[config.mk]
export PLATFORM = sky130hd
export DESIGN_NAME = ds1_idle_gen
export DESIGN_NICKNAME = d
export VERILOG_FILES = /design/src/rtl/ds1_idle_pkg.sv /design/src/rtl/ds1_qrs_gen.sv /design/src/rtl/ds1_esf_framer.sv /design/src/rtl/ds1_chan_mux.sv /design/src/rtl/ds1_idle_gen.sv
export SDC_FILE = /design/constraint.sdc
export NUM_CORES = 1
export LEC_CHECK = 0
export BUFFER_PORTS_ARGS = -buffer_cell sky130_fd_sc_hd__clkbuf_2
export CORE_ASPECT_RATIO = 0.6
export CORE_MARGIN = 2
export CORE_UTILIZATION = 45
export DETAILED_ROUTE_END_ITERATION = 12
export PLACE_DENSITY = 0.87
export SYNTH_ARGS = -nofsm -noshare
export SYNTH_HDL_FRONTEND = slang
export SYNTH_SLANG_ARGS = --single-unit
[constraint.sdc]
create_clock -name clk -period 2.3 [get_ports clk]
set_clock_uncertainty 0.1 [all_clocks]
set_input_delay 0.345 -clock clk [delete_from_list [all_inputs] [get_ports clk]]
set_output_delay 0.345 -clock clk [all_outputs]
set_load 0.05 [all_outputs]
[src/rtl/ds1_idle_pkg.sv]
package ds1_idle_pkg;

    typedef enum logic [1:0] {
        IDLE_AIS = 2'd0,
        IDLE_QRS = 2'd1,
        IDLE_ESF = 2'd2
    } idle_state_e;

    // Selector decode: bit 0 low -> pseudo-random, 01 -> ESF, 11 -> all ones
    function automatic idle_state_e decode_sel(input logic [1:0] sel);
        if (!sel[0])
            return IDLE_QRS;
        else if (!sel[1])
            return IDLE_ESF;
        else
            return IDLE_AIS;
    endfunction

endpackage

[src/rtl/ds1_qrs_gen.sv]
module ds1_qrs_gen #(
    parameter int          LEN  = 20,
    parameter int          TAP  = 17,
    parameter int          ZRUN = 14,
    parameter logic [LEN-1:0] SEED = '1
) (
    input  logic clk,
    input  logic rst_n,
    input  logic adv,
    output logic qrs_bit
);
    localparam int ZW = $clog2(ZRUN + 1);

    logic [LEN-1:0] sr_q;
    logic           fb;

    assign fb      = sr_q[LEN-1] ^ sr_q[TAP-1];
    assign qrs_bit = sr_q[LEN-1] | ~(|sr_q[LEN-1 -: ZRUN]);

    always_ff @(posedge clk) begin
        if (!rst_n)
            sr_q <= SEED;
        else if (adv)
            sr_q <= {sr_q[LEN-2:0], fb};
    end

    // zero-run monitor for the suppression rule
    logic [ZW-1:0] zrun_q;
    always_ff @(posedge clk) begin
        if (!rst_n)
            zrun_q <= '0;
        else if (adv) begin
            if (qrs_bit)
                zrun_q <= '0;
            else if (zrun_q < ZW'(ZRUN))
                zrun_q <= zrun_q + ZW'(1);
        end
    end


    zero_run_limit_chk: assert property (@(posedge clk) disable iff (!rst_n)
        zrun_q < ZW'(ZRUN));


    lfsr_nonzero_chk: assert property (@(posedge clk) disable iff (!rst_n)
        sr_q != '0);

endmodule

[src/rtl/ds1_esf_framer.sv]
module ds1_esf_framer #(
    parameter int                FRAME_BITS = 193,
    parameter int                SF_FRAMES  = 24,
    parameter int                CRC_W      = 6,
    parameter logic [CRC_W-1:0]  CRC_POLY   = 6'b000011,
    parameter logic [5:0]        FPS        = 6'b001011
) (
    input  logic clk,
    input  logic rst_n,
    input  logic adv,
    output logic esf_bit,
    output logic sf_last
);
    localparam int BW    = $clog2(FRAME_BITS);
    localparam int FW    = $clog2(SF_FRAMES);
    localparam int SLOTS = SF_FRAMES / 4;
    localparam logic [BW-1:0] LAST_BIT = BW'(FRAME_BITS - 1);
    localparam logic [FW-1:0] LAST_FRM = FW'(SF_FRAMES - 1);

    logic [BW-1:0]    bit_q;
    logic [FW-1:0]    frm_q;
    logic [CRC_W-1:0] crc_q, crc_hold_q, crc_d;
    logic             crc_din;
    logic             frame_end;
    int               slot;

    assign frame_end = (bit_q == LAST_BIT);
    assign sf_last   = frame_end && (frm_q == LAST_FRM);
    assign slot      = int'(frm_q >> 2);

    // framing bits count as 1 and the idle payload is all ones
    assign crc_din = 1'b1;
    assign crc_d   = {crc_q[CRC_W-2:0], 1'b0} ^
                     ((crc_q[CRC_W-1] ^ crc_din) ? CRC_POLY : '0);

    always_ff @(posedge clk) begin
        if (!rst_n) begin
            bit_q      <= '0;
            frm_q      <= '0;
            crc_q      <= '0;
            crc_hold_q <= '0;
        end else if (adv) begin
            if (frame_end) begin
                bit_q <= '0;
                frm_q <= sf_last ? '0 : frm_q + FW'(1);
            end else begin
                bit_q <= bit_q + BW'(1);
            end
            if (sf_last) begin
                crc_hold_q <= crc_d;
                crc_q      <= '0;
            end else begin
                crc_q      <= crc_d;
            end
        end
    end

    always_comb begin
        esf_bit = 1'b1;
        if (bit_q == '0) begin
            if (frm_q[1:0] == 2'd3)
                esf_bit = FPS[SLOTS-1-slot];
            else if (frm_q[1:0] == 2'd1)
                esf_bit = crc_hold_q[CRC_W-1-slot];
        end
    end


    pos_bound_chk: assert property (@(posedge clk) disable iff (!rst_n)
        (bit_q <= LAST_BIT) && (frm_q <= LAST_FRM));


    pos_hold_chk: assert property (@(posedge clk) disable iff (!rst_n)
        !adv |=> $stable(bit_q) && $stable(frm_q) && $stable(crc_q));


    crc_hold_stable_chk: assert property (@(posedge clk) disable iff (!rst_n)
        !(adv && sf_last) |=> $stable(crc_hold_q));

endmodule

[src/rtl/ds1_chan_mux.sv]
module ds1_chan_mux #(
    parameter int NCH = 28
) (
    input  logic           idle_bit,
    input  logic [NCH-1:0] idle_en,
    input  logic [NCH-1:0] lpbk_sel,
    input  logic [NCH-1:0] user_data,
    input  logic [NCH-1:0] loop_data,
    output logic [NCH-1:0] ch_out
);
    for (genvar i = 0; i < NCH; i++) begin : g_ch
        always_comb begin
            if (lpbk_sel[i])
                ch_out[i] = loop_data[i];
            else if (idle_en[i])
                ch_out[i] = idle_bit;
            else
                ch_out[i] = user_data[i];
        end
    end
endmodule

[src/rtl/ds1_idle_gen.sv]
module ds1_idle_gen
    import ds1_idle_pkg::*;
#(
    parameter int NCH = 28
) (
    input  logic           clk,
    input  logic           rst_n,
    input  logic           bit_en,
    input  logic [1:0]     pat_sel,
    input  logic [NCH-1:0] idle_en,
    input  logic [NCH-1:0] lpbk_sel,
    input  logic [NCH-1:0] user_data,
    input  logic [NCH-1:0] loop_data,
    output logic           idle_bit,
    output logic [NCH-1:0] ch_out
);
    idle_state_e state_q, state_d;
    logic        qrs_bit, esf_bit, sf_last, boundary;

    assign boundary = bit_en && sf_last;

    ds1_qrs_gen u_qrs (
        .clk     (clk),
        .rst_n   (rst_n),
        .adv     (bit_en),
        .qrs_bit (qrs_bit)
    );

    ds1_esf_framer u_esf (
        .clk     (clk),
        .rst_n   (rst_n),
        .adv     (bit_en),
        .esf_bit (esf_bit),
        .sf_last (sf_last)
    );

    // next-state: only the superframe boundary transition exists
    always_comb begin
        state_d = state_q;
        unique case (state_q)
            IDLE_AIS: if (boundary) state_d = decode_sel(pat_sel);
            IDLE_QRS: if (boundary) state_d = decode_sel(pat_sel);
            IDLE_ESF: if (boundary) state_d = decode_sel(pat_sel);
            default:  state_d = IDLE_AIS;
        endcase
    end

    always_ff @(posedge clk) begin
        if (!rst_n)
            state_q <= IDLE_AIS;
        else
            state_q <= state_d;
    end

    // outputs
    always_comb begin
        unique case (state_q)
            IDLE_QRS: idle_bit = qrs_bit;
            IDLE_ESF: idle_bit = esf_bit;
            default:  idle_bit = 1'b1;
        endcase
    end

    ds1_chan_mux #(.NCH(NCH)) u_mux (
        .idle_bit  (idle_bit),
        .idle_en   (idle_en),
        .lpbk_sel  (lpbk_sel),
        .user_data (user_data),
        .loop_data (loop_data),
        .ch_out    (ch_out)
    );


    state_at_boundary_chk: assert property (@(posedge clk) disable iff (!rst_n)
        !boundary |=> $stable(state_q));


    ais_ones_chk: assert property (@(posedge clk) disable iff (!rst_n)
        (state_q == IDLE_AIS) |-> idle_bit);

endmodule

==> results of run 1 <==
## placed cells by master (no fill, tap or decap), types with 2 or more instances in the layout
master	instances
a211oi_1	3
a21oi_1	34
and3_1	3
buf_12	2
buf_4	22
buf_6	3
buf_8	26
clkbuf_2	116
clkbuf_8	8
dfxtp_1	42
dfxtp_2	5
ha_1	5
ha_4	2
inv_1	4
inv_2	3
mux2i_1	27
nand2_1	28
nand2_2	2
nand2b_1	30
nand4_1	4
nor2_1	29
nor2b_1	6
nor3b_1	28
nor4_1	2
o21ai_2	8
o21ai_4	20
o41a_1	2
xnor2_1	8
xor2_1	5
## power by group
group          leakage, nW  switching (W)  internal, W  total [W]
clock network       0.0513       0.000251     0.000318   0.000569
logic                 1.48       0.000377     0.000303   0.000680
registers            0.383     0.00000613     0.000824   0.000830
## kinds of logic after synthesis
logic type,after synthesis,share of synthesized area
and+or+nand+nor,140,0.278
AOI/OAI and AO/OA,73,0.161
DFF,47,0.340
muxes,28,0.106
buffers and inverters,21,0.0425
xor gates and xnor gates,13,0.0412
adders and majority gates,7,0.0317
## per-layer routing
metal  wire length (um)  share of wire  up-vias  track usage
li1                   -              -     1488            -
met1               4200           0.42     1478        0.325
met2               4850           0.48      130        0.468
met3                607          0.060       38       0.0523
met4                381          0.038        0        0.117
met5                  0              0        -            0
## final cells by class
| cell class | instances | area share |
|---|---|---|
| inverters | 8 | 0.00754 |
| repair buffers | 174 | 0.291 |
| multi-input cells | 261 | 0.444 |
| clock buffers | 6 | 0.0162 |
| well taps | 84 | 0.0235 |
| clock inverters | 1 | 0.00670 |
| flip-flops and latches | 47 | 0.211 |
## flip-flops by register name, indices dropped and copies added (netlist names)
register,flops
state_q,2
u_esf.frm_q,5
u_esf.crc_hold_q,6
u_esf.crc_q,6
u_esf.bit_q,8
u_qrs.sr_q,20
## final timing paths
| kind | start | to | slack [ns] | cells past startpoint |
|---|---|---|---|---|
| worst min register to register | u_qrs.sr_q[0] | u_qrs.sr_q[1] | 0.38 | 2 |
| worst min-delay path | pat_sel[0] | state_q[0] | 0.15 | 2 |
| worst max-delay path | u_esf.bit_q[1] | ch_out[8] | -0.54 | 10 |
| worst max register to register | u_esf.bit_q[1] | state_q[0] | 0.33 | 9 |
## through the flow
stage	area (um2)	setup slack, ns
after global routing	4480	-0.597
after global placement	3820	-0.132
after floorplan	2870	-0.141
after detailed placement	3820	-0.203
after CTS	4310	-0.447
final	4480	-0.545
## repair_timing
item / CTS / global route
setup buffers: 4 / 0
setup endpoints to repair: 29 / 29
pin swaps: 11 / 12
resized for setup: 74 / 55
cloned: 2 / 1
==> results.py, run 1 <==
metrics = {
    "outcome": {
        "status": "complete, but fails checks",
        "violations": "negative setup slack",
    },
    "cells_and_area": {
        "fillCellCount": 379,
        "diodes": 0,
        "drive_above_1_share": 0.461,
        "seq_area_um2": 947,
        "syn_to_final_growth_pct": 62.0,
        "fin_cells": 581,
        "nNetsFinal": 621,
        "post-route-util": 0.743,
        "multi_input_area_um2": 1990,
    },
    "critical_path": {
        "slowest_stage": "a311oi_4",
        "worstPathCellList": "inv_2 -> ha_4 -> nor2b_4 -> nand2_2 -> o41a_1 -> a311oi_4 -> buf_6 -> buf_12 -> o21ai_2 -> buf_8",
        "setup.worst_path.end_class": "output port",
        "worst_setup_path_start_kind": "register",
        "critical_path.max_fanout": 5,
        "cpPeakStageDelay_ns": 0.41,
        "crit_family": "compound AO/OA/AOI/OAI gates",
        "critPathKind": "register to output port",
        "critPathRequiredTime_ns": 1.86,
        "critPathArrivalTime_ns": 2.40,
        "timing.critical_path.buf_inv": 4,
    },
    "drt": {
        "via_count": 3134,
        "wl_per_cell_um": 17.3,
        "drt_pass1_iterations": 4,
        "drt-total-wl_um": 10000,
        "drt-initial-drc-count": 167,
        "detail-route-antenna-nets": 0,
        "avgViaCountPerCell": 5.39,
        "drc_errors": 0,
    },
    "clocking": {
        "clock_latency_ns": 0.29,
        "clkTransAtPathRegs_ns": 0.08,
        "ctsRootBufferMaster": "clkbuf_8",
        "clockBufferDepth": 2,
        "numClockSinks": 47,
        "cts_max_level": 2,
        "hold_buffers": 0,
        "cts_made_buffers": 5,
        "cts_tree": "done",
    },
    "placed_design": {
        "hpwl_um": 6390,
        "dp.cells": 568,
        "place.port_buffers": 145,
        "place_congestion": 0.805,
    },
    "die": {
        "start_util": 0.459,
        "die_x_um": 105,
        "die-area_um2": 6810,
        "io_pins": 146,
        "die_h_um": 64.7,
        "rows": 22,
        "coreArea_um2": 6030,
    },
    "grt": {
        "grt_max_degree": 17,
        "grt_pass1_vias": 3092,
        "grt_overflow": 0,
        "antenna_found_initial": 0,
        "grt_pass1_wl_um": 14600,
        "grt_usage": 0.268,
    },
    "yosys": {
        "async_flop_share": 0,
        "ys_ff_latch": 47,
        "synth-warning-count": 0,
        "synth_flop_cell": "dfxtp_1",
        "yosys-top-cells-area": "dfxtp_1 34%, mux2i_1 9.8%, nor3b_1 7.6%",
        "yosys.area.top_type": "dfxtp_1",
        "synth-edff-count": 0,
        "yosysMostFrequentCell": "dfxtp_1",
        "syn_area_um2": 2770,
        "yosysUniqueCellTypes": 37,
        "synth_commonest_cells": "47 x dfxtp_1, 34 x a21oi_1, 30 x nand2_1, 30 x nand2b_1, 29 x nor2_1",
        "syn_inst": 329,
        "syn-num-nets": 453,
        "synth_top_area_frac": 0.340,
        "avgSynthCellArea_um2": 8.41,
        "seq_area_frac_synth": 0.340,
    },
    "timing": {
        "post-route-min-period_ns": 2.84,
        "rsz0062_at_grt": "true",
        "fin_tns_setup_ns": -13.87,
        "slew_headroom": 0.646,
        "hold_violations": 0,
        "hold_ws_ns": 0.154,
        "fmax_mhz": 352,
        "final.period_utilization": 1.24,
        "worstMarginPinSlew_ns": 0.527,
        "fin_ws_ns": -0.545,
        "finalSetupViolations": 29,
        "slew_viol_final": 0,
    },
    "hold_path": {
        "min_path_type": "input port to register",
    },
    "power_and_ir_drop": {
        "power_density_nw_per_um2": 464,
        "power_leakage_nw": 1.91,
        "p_total_w": 0.00208,
        "ir_worst_vdd_mv": 0.324,
    },
    "job": {
        "cap_violations": 0,
    },
}
No activity file was read; power rests on OpenSTA's default activity.
==> run 2, diff against run 1 <==
Settings changed: GPL_ROUTABILITY_DRIVEN from default to 0, TNS_END_PERCENT from default to 1.
==> results.py, run 2 (synthesized netlist as in run 1, its figures left out) <==
metrics = {
    "die": {
        "io_pins": 146,
        "die_x_um": 105,
        "start_util": 0.459,
        "die-area_um2": 6810,
        "rows": 22,
        "die_h_um": 64.7,
        "coreArea_um2": 6030,
    },
    "grt": {
        "grt_overflow": 0,
        "grt_pass1_wl_um": 13200,
        "grt_max_degree": 33,
        "grt_pass1_vias": 2809,
        "antenna_found_initial": 0,
        "grt_usage": 0.245,
    },
    "cells_and_area": {
        "final_cell_mix": "116 x clkbuf_2, 45 x dfxtp_1, 34 x a21oi_1",
        "diodes": 0,
        "layout_commonest_cell": "clkbuf_2",
        "syn_to_final_growth_pct": 49.3,
        "nNetsFinal": 617,
        "post-route-util": 0.685,
        "final_area_um2": 4130,
        "largest_register_ffs": 20,
        "drive_above_1_share": 0.403,
        "largestRegisters": "u_qrs.sr_q: 20 flops, u_esf.bit_q: 8 flops",
        "largest_register": "u_qrs.sr_q",
    },
    "critical_path": {
        "cpPeakStageDelay_ns": 0.41,
        "worst_setup_path_start_kind": "register",
        "worstPathCellList": "inv_1 -> ha_1 -> nor4b_2 -> nand4_1 -> nand2_1 -> a311oi_4 -> buf_4 -> buf_12 -> o21ai_1 -> clkbuf_8",
        "setup.worst_path.end_class": "output port",
        "endpoint": "ch_out[10]",
        "critPathRequiredTime_ns": 1.86,
        "slowest_stage": "dfxtp_1",
        "ff2ff_path_depth": 9,
        "critPathKind": "register to output port",
        "crit_start": "state_q[1]",
        "r2r_setup_slack_ns": 0.27,
        "critical_path.max_fanout": 15,
        "reg2reg_to": "state_q[0]",
        "r2r-start": "u_esf.bit_q[0]",
        "critPathArrivalTime_ns": 2.31,
    },
    "clocking": {
        "clockBufferDepth": 2,
        "cts_max_level": 2,
        "numClockSinks": 47,
        "ctsRootBufferMaster": "clkbuf_8",
        "cts_made_buffers": 5,
        "clkTransAtPathRegs_ns": 0.09,
        "clock_latency_ns": 0.31,
        "cts_tree": "done",
    },
    "placed_design": {
        "place_area_um2": 3700,
        "hpwl_um": 6040,
        "place.port_buffers": 145,
        "place_ws_ns": -0.169,
    },
    "timing": {
        "hold_violations": 0,
        "finalSetupViolations": 29,
        "slew_viol_final": 0,
        "fmax_mhz": 363,
        "worstMarginPinSlew_ns": 0.517,
        "fin_ws_ns": -0.451,
        "post-route-min-period_ns": 2.75,
        "rsz0062_at_grt": "true",
        "fin_tns_setup_ns": -11.93,
        "slew_headroom": 0.655,
        "final.period_utilization": 1.20,
    },
    "drt": {
        "drt-total-wl_um": 8720,
        "drc_errors": 0,
        "via_count": 3028,
        "avgViaCountPerCell": 5.24,
        "detail-route-antenna-nets": 0,
        "drt-initial-drc-count": 210,
        "wl_per_cell_um": 15.1,
        "drt_pass1_iterations": 5,
    },
    "power_and_ir_drop": {
        "power_density_nw_per_um2": 467,
        "pwr-share-seq": 0.430,
        "intPower_w": 0.00130,
        "p_clk_frac": 0.266,
        "power_leakage_nw": 1.82,
        "power.switching_w": 0.000630,
        "ir_worst_vdd_mv": 0.461,
        "comb_power_share": 0.304,
        "swShare": 0.327,
    },
    "outcome": {
        "status": "complete, but fails checks",
        "violations": "negative setup slack",
    },
    "job": {
        "cap_violations": 0,
    },
    "hold_path": {
        "min_path_type": "input port to register",
    },
}
run 2: changes by cell type in the layout (fill, tap and decap cells not counted), moves of 4 or more:
cell,change
clkbuf_8,+16
buf_8,-16
o21ai_4,-20
o21ai_1,+18
inv_1,+4
run 2: what timing repair did:
action                                  in CTS  in global routing
cloned                                       1                  0
resized for setup                           61                 16
endpoints found under the setup margin      29                 29
pin swaps                                    1                  1
buffers inserted                             2                  0
hold buffers                                 0                  0
run 2: power groups by stage:
stage	Combinational, W	Clock, W	Sequential [W]
finish	0.000587	0.000513	0.000829
global route	0.000616	0.000556	0.000831
CTS	0.000557	0.000525	0.000829
detailed placement	0.000480	0	0.000848
global placement	0.000470	0	0.000848
floorplan	0.000297	0	0.000848
run 2: metrics by stage:
step	hold WS [ns]	power (W)	instances
after floorplan	0.336	0.00114	329
after global placement	0.355	0.00132	567
after detailed placement	0.364	0.00133	567
after CTS	0.125	0.00191	578
after global routing	0.125	0.00200	578
final	0.133	0.00193	578
run 2: cell type report:
type / instances / area [um2]
clock buffers: 5 / 68.8
flip-flops and latches: 47 / 943
inverters: 8 / 30.0
clock inverters: 3 / 22.5
multi-input cells: 261 / 1750
fillers: 434 / 1900
well taps: 84 / 105
repair buffers: 170 / 1220
run 2: per-layer routing:
layer  part of all wire  vias to the layer above  global-route usage
met4              0.018                        0              0.0867
li1                   -                     1493                   -
met3              0.066                       18              0.0523
met2               0.49                      114               0.431
met5                  0                        -                   0
met1               0.43                     1403               0.298
run 2: critical path, delay by kind of cell (launching register included):
family / cells / cell delay (ns)
buffers and inverters: 4 / 0.57
flip-flops: 1 / 0.41
AND/OR/NAND/NOR: 3 / 0.40
AO/OA/AOI/OAI: 2 / 0.40
adder cells (fa/ha/maj): 1 / 0.20
run 2: worst min path at each step:
| stage | startpoint | to | depth (start not counted) | slack [ns] |
|---|---|---|---|---|
| 6_report | pat_sel[0] | state_q[0] | 2 | 0.13 |
| 3_3_place_gp | u_qrs.sr_q[5] | u_qrs.sr_q[5] | 2 | 0.35 |
| 2_1_floorplan | pat_sel[0] | state_q[0] | 1 | 0.34 |
| 4_1_cts | pat_sel[0] | state_q[0] | 2 | 0.13 |
| 5_1_grt | pat_sel[0] | state_q[0] | 2 | 0.13 |
| 3_5_place_dp | u_qrs.sr_q[3] | u_qrs.sr_q[4] | 2 | 0.36 |
==> run 3, diff against run 2 <==
Settings changed: BUFFER_PORTS_ARGS -buffer_cell sky130_fd_sc_hd__clkbuf_2 to -buffer_cell sky130_fd_sc_hd__buf_2.
==> results.py, run 3 (synthesized netlist as in run 1, its figures left out) <==
metrics = {
    "timing": {
        "hold_ws_ns": 0.133,
        "fin_tns_setup_ns": -10.11,
        "final.period_utilization": 1.18,
        "post-route-min-period_ns": 2.71,
        "rsz0062_at_grt": "true",
        "fmax_mhz": 369,
        "hold_violations": 0,
        "finalSetupViolations": 29,
        "fin_ws_ns": -0.411,
        "worstMarginPinSlew_ns": 0.538,
        "slew_viol_final": 0,
        "slew_headroom": 0.639,
    },
    "job": {
        "cap_violations": 0,
    },
    "critical_path": {
        "critPathKind": "register to output port",
        "crit_path_frequent_cell": "buf_6",
        "critical_path.max_fanout": 7,
        "crit_family": "buffers and inverters",
        "timing.critical_path.buf_inv": 4,
        "setup.worst_path.end_class": "output port",
        "slowest_stage": "dfxtp_2",
        "cpPeakStageDelay_ns": 0.36,
        "critPathRequiredTime_ns": 1.86,
        "worstPathCellList": "or2b_2 -> buf_4 -> o211ai_1 -> a311oi_4 -> buf_6 -> clkbuf_16 -> o21ai_2 -> buf_6",
        "worst_setup_path_start_kind": "register",
        "critPathArrivalTime_ns": 2.27,
    },
    "power_and_ir_drop": {
        "power_leakage_nw": 1.75,
        "power_density_nw_per_um2": 472,
        "ir_worst_vdd_mv": 0.395,
    },
    "die": {
        "rows": 22,
        "die_h_um": 64.7,
        "io_pins": 146,
        "coreArea_um2": 6030,
        "die-area_um2": 6810,
        "start_util": 0.459,
        "die_x_um": 105,
    },
    "cells_and_area": {
        "syn_to_final_growth_pct": 47.4,
        "drive_above_1_share": 0.431,
        "seq_area_um2": 947,
        "largest_register": "u_qrs.sr_q",
        "diodes": 0,
        "fillCellCount": 445,
        "final_cell_mix": "116 x buf_2, 42 x dfxtp_1, 34 x a21oi_1",
        "nNetsFinal": 613,
        "layout_commonest_cell": "buf_2",
        "final_area_um2": 4080,
        "multi_input_area_um2": 1800,
        "largestRegisters": "u_qrs.sr_q: 20 flops, u_esf.bit_q: 8 flops",
        "largest_register_ffs": 20,
        "fin_cells": 574,
    },
    "drt": {
        "drt_pass1_iterations": 4,
        "drt-initial-drc-count": 187,
        "drc_errors": 0,
        "detail-route-antenna-nets": 0,
        "wl_per_cell_um": 14.5,
        "avgViaCountPerCell": 5.20,
        "drt-total-wl_um": 8340,
        "via_count": 2984,
    },
    "clocking": {
        "ctsRootBufferMaster": "clkbuf_8",
        "clock_latency_ns": 0.31,
        "clkTransAtPathRegs_ns": 0.10,
        "cts_tree": "done",
        "clockBufferDepth": 2,
        "numClockSinks": 47,
        "cts_made_buffers": 5,
        "cts_max_level": 2,
    },
    "placed_design": {
        "hpwl_um": 5800,
        "place_area_um2": 3670,
        "place_ws_ns": -0.137,
        "dp.cells": 563,
        "place.port_buffers": 145,
    },
    "grt": {
        "grt_pass1_vias": 2665,
        "grt_max_degree": 29,
        "grt_pass1_wl_um": 12100,
        "grt_usage": 0.221,
        "grt_overflow": 0,
        "antenna_found_initial": 0,
    },
    "hold_path": {
        "min_path_type": "input port to register",
    },
    "outcome": {
        "violations": "negative setup slack",
        "status": "complete, but fails checks",
    },
}
run 3: final timing paths:
| kind | cells past startpoint | endpoint | startpoint | slack, ns |
|---|---|---|---|---|
| min | 2 | state_q[0] | pat_sel[0] | 0.13 |
| max reg2reg | 9 | state_q[0] | u_esf.bit_q[0] | 0.35 |
| max | 8 | ch_out[8] | u_esf.frm_q[4] | -0.41 |
| min reg2reg | 2 | u_qrs.sr_q[5] | u_qrs.sr_q[5] | 0.39 |
run 3: report_power, final:
part | switching (W) | leakage [nW] | total [W] | internal (W)
sequential | 0.00000586 | 0.383 | 0.000829 | 0.000824
combinational | 0.000331 | 1.32 | 0.000574 | 0.000243
clock | 0.000301 | 0.0452 | 0.000522 | 0.000222
total | 0.000638 | 1.75 | 0.00193 | 0.00129
run 3: stage by stage:
stage,utilization,power [W]
3_3_place_gp,0.610,0.00132
3_5_place_dp,0.610,0.00133
6_report,0.676,0.00193
2_1_floorplan,-,0.00114
4_1_cts,0.661,0.00191
5_1_grt,0.676,0.00201
run 3: repair_timing:
action | in CTS | in global routing
setup endpoints to repair | 29 | 29
hold buffers | 0 | 0
pin swaps | 2 | 2
resized for setup | 57 | 26
cloned | 1 | 1
setup buffers | 2 | 0
run 3: worst reg2reg max path: stages (launching register included):
cell       delay, ns
dfxtp_2         0.33
inv_1           0.05
ha_1            0.14
nor2b_4         0.14
nand2_1         0.07
buf_4           0.15
nor4_2          0.24
buf_4           0.24
nor2_1          0.08
a2111oi_2       0.32
run 3: metal layers:
layer  vias up  track usage  part of all wire
met3        26       0.0594             0.061
met5         -            0                 0
li1       1477            -                 -
met2       103        0.370              0.48
met1      1378        0.270              0.43
met4         0       0.0917             0.034
run 3: cell type report:
type / count / share of cell area
multi-input combinational: 261 / 0.442
clock inverter: 3 / 0.00614
timing repair buffer: 166 / 0.269
tap: 84 / 0.0258
inverter: 8 / 0.00737
clock buffer: 5 / 0.0169
sequential: 47 / 0.232
